$ cat config.mk
export PLATFORM = sky130hd
export DESIGN_NAME = zc_detector
export DESIGN_NICKNAME = d
export VERILOG_FILES = /design/src/rtl/zc_detector.sv
export SDC_FILE = /design/constraint.sdc
export NUM_CORES = 1
export LEC_CHECK = 0
export BUFFER_PORTS_ARGS = -buffer_cell sky130_fd_sc_hd__buf_2
export CAP_MARGIN = 40
export CORE_AREA = 2 2 39 41
export DETAILED_ROUTE_END_ITERATION = 7
export DIE_AREA = 0 0 41 43
export GPL_ROUTABILITY_DRIVEN = 0
export PLACE_DENSITY = 0.71
export SETUP_SLACK_MARGIN = 0.05
export SKIP_CTS_REPAIR_TIMING = 1
export SLEW_MARGIN = 10
export SYNTH_ARGS = -nofsm -noshare
export SYNTH_HDL_FRONTEND = slang
export SYNTH_SLANG_ARGS = --single-unit
$ cat constraint.sdc
create_clock -name clk -period 1 [get_ports clk]
set_input_delay 0.2 -clock clk [delete_from_list [all_inputs] [get_ports clk]]
set_output_delay 0.2 -clock clk [all_outputs]
set_load 0.1 [all_outputs]
$ cat src/rtl/zc_detector.sv
module zc_detector #(
  parameter int LANE_W = 8
) (
  input  logic                clk,
  input  logic                rst_n,
  input  logic                smp_valid,
  input  logic                smp_right,
  input  logic [4*LANE_W-1:0] smp_data,
  input  logic [1:0]          word_sel,
  input  logic [1:0]          det_en,
  input  logic [1:0]          flag_clr,
  input  logic [1:0]          irq_en,
  output logic [1:0]          zc_flag,
  output logic [1:0]          zc_irq
);
  localparam int DATA_W = 4 * LANE_W;

  logic              sign_now;
  logic [DATA_W-1:0] mask;
  logic              all_zero;
  logic [1:0]        prev_sign;

  always_comb begin
    case (word_sel)
      2'd0:    sign_now = smp_data[LANE_W-1];
      2'd1:    sign_now = smp_data[2*LANE_W-1];
      2'd2:    sign_now = smp_data[3*LANE_W-1];
      default: sign_now = smp_data[DATA_W-1];
    endcase
  end

  assign mask     = {DATA_W{1'b1}} >> (LANE_W * (3 - int'(word_sel)));
  assign all_zero = ~|(smp_data & mask);
  assign zc_irq   = zc_flag & irq_en;

  for (genvar c = 0; c < 2; c++) begin : g_ch
    logic hit, evt;
    assign hit = smp_valid && (smp_right == 1'(c));
    assign evt = hit && det_en[c] && (all_zero || (sign_now != prev_sign[c]));

    always_ff @(posedge clk or negedge rst_n) begin
      if (!rst_n) begin
        prev_sign[c] <= 1'b0;
        zc_flag[c]   <= 1'b0;
      end else begin
        if (hit) prev_sign[c] <= sign_now;
        if (!det_en[c])      zc_flag[c] <= 1'b0;
        else if (evt)        zc_flag[c] <= 1'b1;
        else if (flag_clr[c]) zc_flag[c] <= 1'b0;
      end
    end
  end
endmodule

==> impl_results.md <==
* Cell Area, Synth at between 300 and 400 µm²
* Num rows at 14
* Post-synth cell types at 18
* Flops & latches, synth at 4
* RSZ-0062 raised after global routing: yes
* 1st-iter DRT viols at 5
* Drt pass-1 iters at 4
* Peak supply drop at about 0.44 mV
* Min-Delay Path Class: input port to register
* DRC at 0
* Die width at 41 µm
* Worst r2r src: prev_sign[0]
* Setup violators final at 7
* Final Max Tran Viols at 0
* Largest net degree at the start of global routing at 5
* Design Area, Final at 806 µm²
* Critical Path Start Type: register
* WHS Path Cells at 3
* Pwr per Cell Area at 949 nW/µm²
* Layout cell share with drive strength beyond 1 at roughly 78%
* Total Power at 0.000765 W
* Post-synthesis sequential area ratio at 28.4%
* Die H at 43 µm
* Hold WS at 0.275 ns
* Routed wire length per instance at 11.0 µm
* # IOs at between 40 and 50
* Crit Path Max Fanout at 3
* CP required at ~0.80 ns
* Num CTS Buffers at 3
* Max Clk Rate at 0.812 GHz
* Final Critical Period at 1.23 ns
* GRT Total Usage at 15.1%
* Worst setup EP type: primary output
* Leakage at 0.368 nW
* Most common cell after layout, fill and taps aside: buf_2
* Actual slew at the worst max-slew pin at 0.232 ns
* DIE AREA at 1760 µm²
* Layout Nets at 135
* Most frequent cells in the layout: buf_2, nand2_1, buf_6, nor4_2, buf_12
* CTS sink cnt at 4
* WL final at approximately 1200 µm
* Clock-pin slew on the worst setup and hold paths at 0.04 ns
* Hpwl dp at ~980 µm
* Max-cap violation count at 0
* Critical R2R Capture: zc_flag[0]
* Core area at 1380 µm²
* Number of antenna violations at the first check in global routing at 0
* Hold_sp: flag_clr[0]
* Util after Layout at 58.2%
* Max_slew headroom at 84.4%
* Period utilization at 123%
* Placed Area at roughly 700 µm²
* Setup WS post-layout at -0.231 ns
* Number of global-route vias before repair at 498
* H-tree depth at 1
* Status: finished, violations left
* FF-to-FF path depth at 3
* Post-DR vias/cell at 4.77
* Worst-Skew Late Latency at 0.24 ns
* Inserted Diodes at 0
* CTS tree: done
* Antenna viol nets, final at 0
* Worst Path Arrival at 1.03 ns
* Cells after Synth at 35
* Hold Path End: zc_flag[0]
* CTS Root Cell: clkbuf_4
* Kind of critical path: register to primary output
* Effective utilization at floorplan at 25.5%
* Gr ovfl total at 0
* Yosys warns at 0
* Global-route wire length before repair at 1760 µm
* Final Hold Vio Count at 0
* Area Growth Syn to Fin at 128%
* Layout Skew at a little over 0.005 ns
* Port bufs at 47
* Clock buffer depth at 2
* Syn avg cell area at approximately 10 µm²
* Net Count, Synth at 79
* Final std cells w/o fill at ~110
* DR vias at 501
* Filler instances at 122
* Cell total after placement at between 100 and 150
* Failing checks: setup timing
* Worst reg2reg setup slack at 0.09 ns
-- cells in the mapped netlist --
cell      instances  area [µm²]
nor4_1            6        37.5
mux4_2            1        22.5
nor2b_1           1        6.26
o22a_1            1        8.76
a21boi_1          1        7.51
xnor2_1           1        8.76
nand3_1           1        5.00
dfrtp_1           4         100
and2_1            2        12.5
o21a_2            1        8.76
a21o_1            1        7.51
o31ai_2           2        25.0
nor4_2            2        25.0
o31a_1            1        8.76
xnor2_2           1        16.3
mux2_2            2        22.5
nand2_1           6        22.5
nand3b_1          1        7.51
-- final cells by class --
cell class,instances,area (µm²),area share [%]
multi-input cells,31,293,36.3
well taps,16,20.0,2.48
flip-flops and latches,4,108,13.4
clock buffers,3,22.5,2.80
repair buffers,51,363,45.0
-- kinds of logic (layout without fill, tap and decap cells) --
family / after synthesis / count (layout) / share of synthesized area (%)
and+or+nand+nor: 19 / 19 / 33.0
AOI/OAI and AO/OA: 7 / 7 / 18.8
DFF: 4 / 4 / 28.4
muxes: 3 / 3 / 12.8
xor gates and xnor gates: 2 / 2 / 7.09
buffers and inverters: 0 / 54 / 0
-- flip-flops by register name, indices dropped and copies added, names as in the netlist --
name / count
prev_sign: 2
zc_flag: 2
-- per-stage QoR --
| step | setup TNS, ns | setup WS, ns |
|---|---|---|
| floorplan | -1.09 | -0.226 |
| global placement | -1.24 | -0.356 |
| detailed placement | -1.31 | -0.386 |
| CTS | -1.12 | -0.260 |
| global route | -1.09 | -0.259 |
| finish | -0.956 | -0.231 |
-- critical path, cell delays in order (launching register included) --
cell and delay, ns:
dfrtp_4 0.48, and2_4 0.15, buf_12 0.16
-- worst max-delay path by stage --
stage | startpoint | to | depth (start not counted)
2_1_floorplan | word_sel[0] | zc_flag[0] | 4
3_5_place_dp | word_sel[0] | zc_flag[0] | 5
5_1_grt | zc_flag[1] | zc_irq[1] | 2
6_report | zc_flag[1] | zc_irq[1] | 2
4_1_cts | zc_flag[1] | zc_irq[1] | 2
3_3_place_gp | word_sel[0] | zc_flag[0] | 5
-- power breakdown --
part           switching (W)  internal (W)
Combinational       0.000158      0.000198
Clock              0.0000632      0.000134
Sequential         0.0000226      0.000189
Total               0.000244      0.000521
-- per-layer routing --
layer,up-vias,global-route usage [%],share of wire [%]
li1,249,-,-
met1,213,13.9,34
met2,35,24.4,52
met3,4,3.66,10
met4,0,14.7,3.3
met5,-,0,0
No activity file was read; power rests on OpenSTA's default activity.
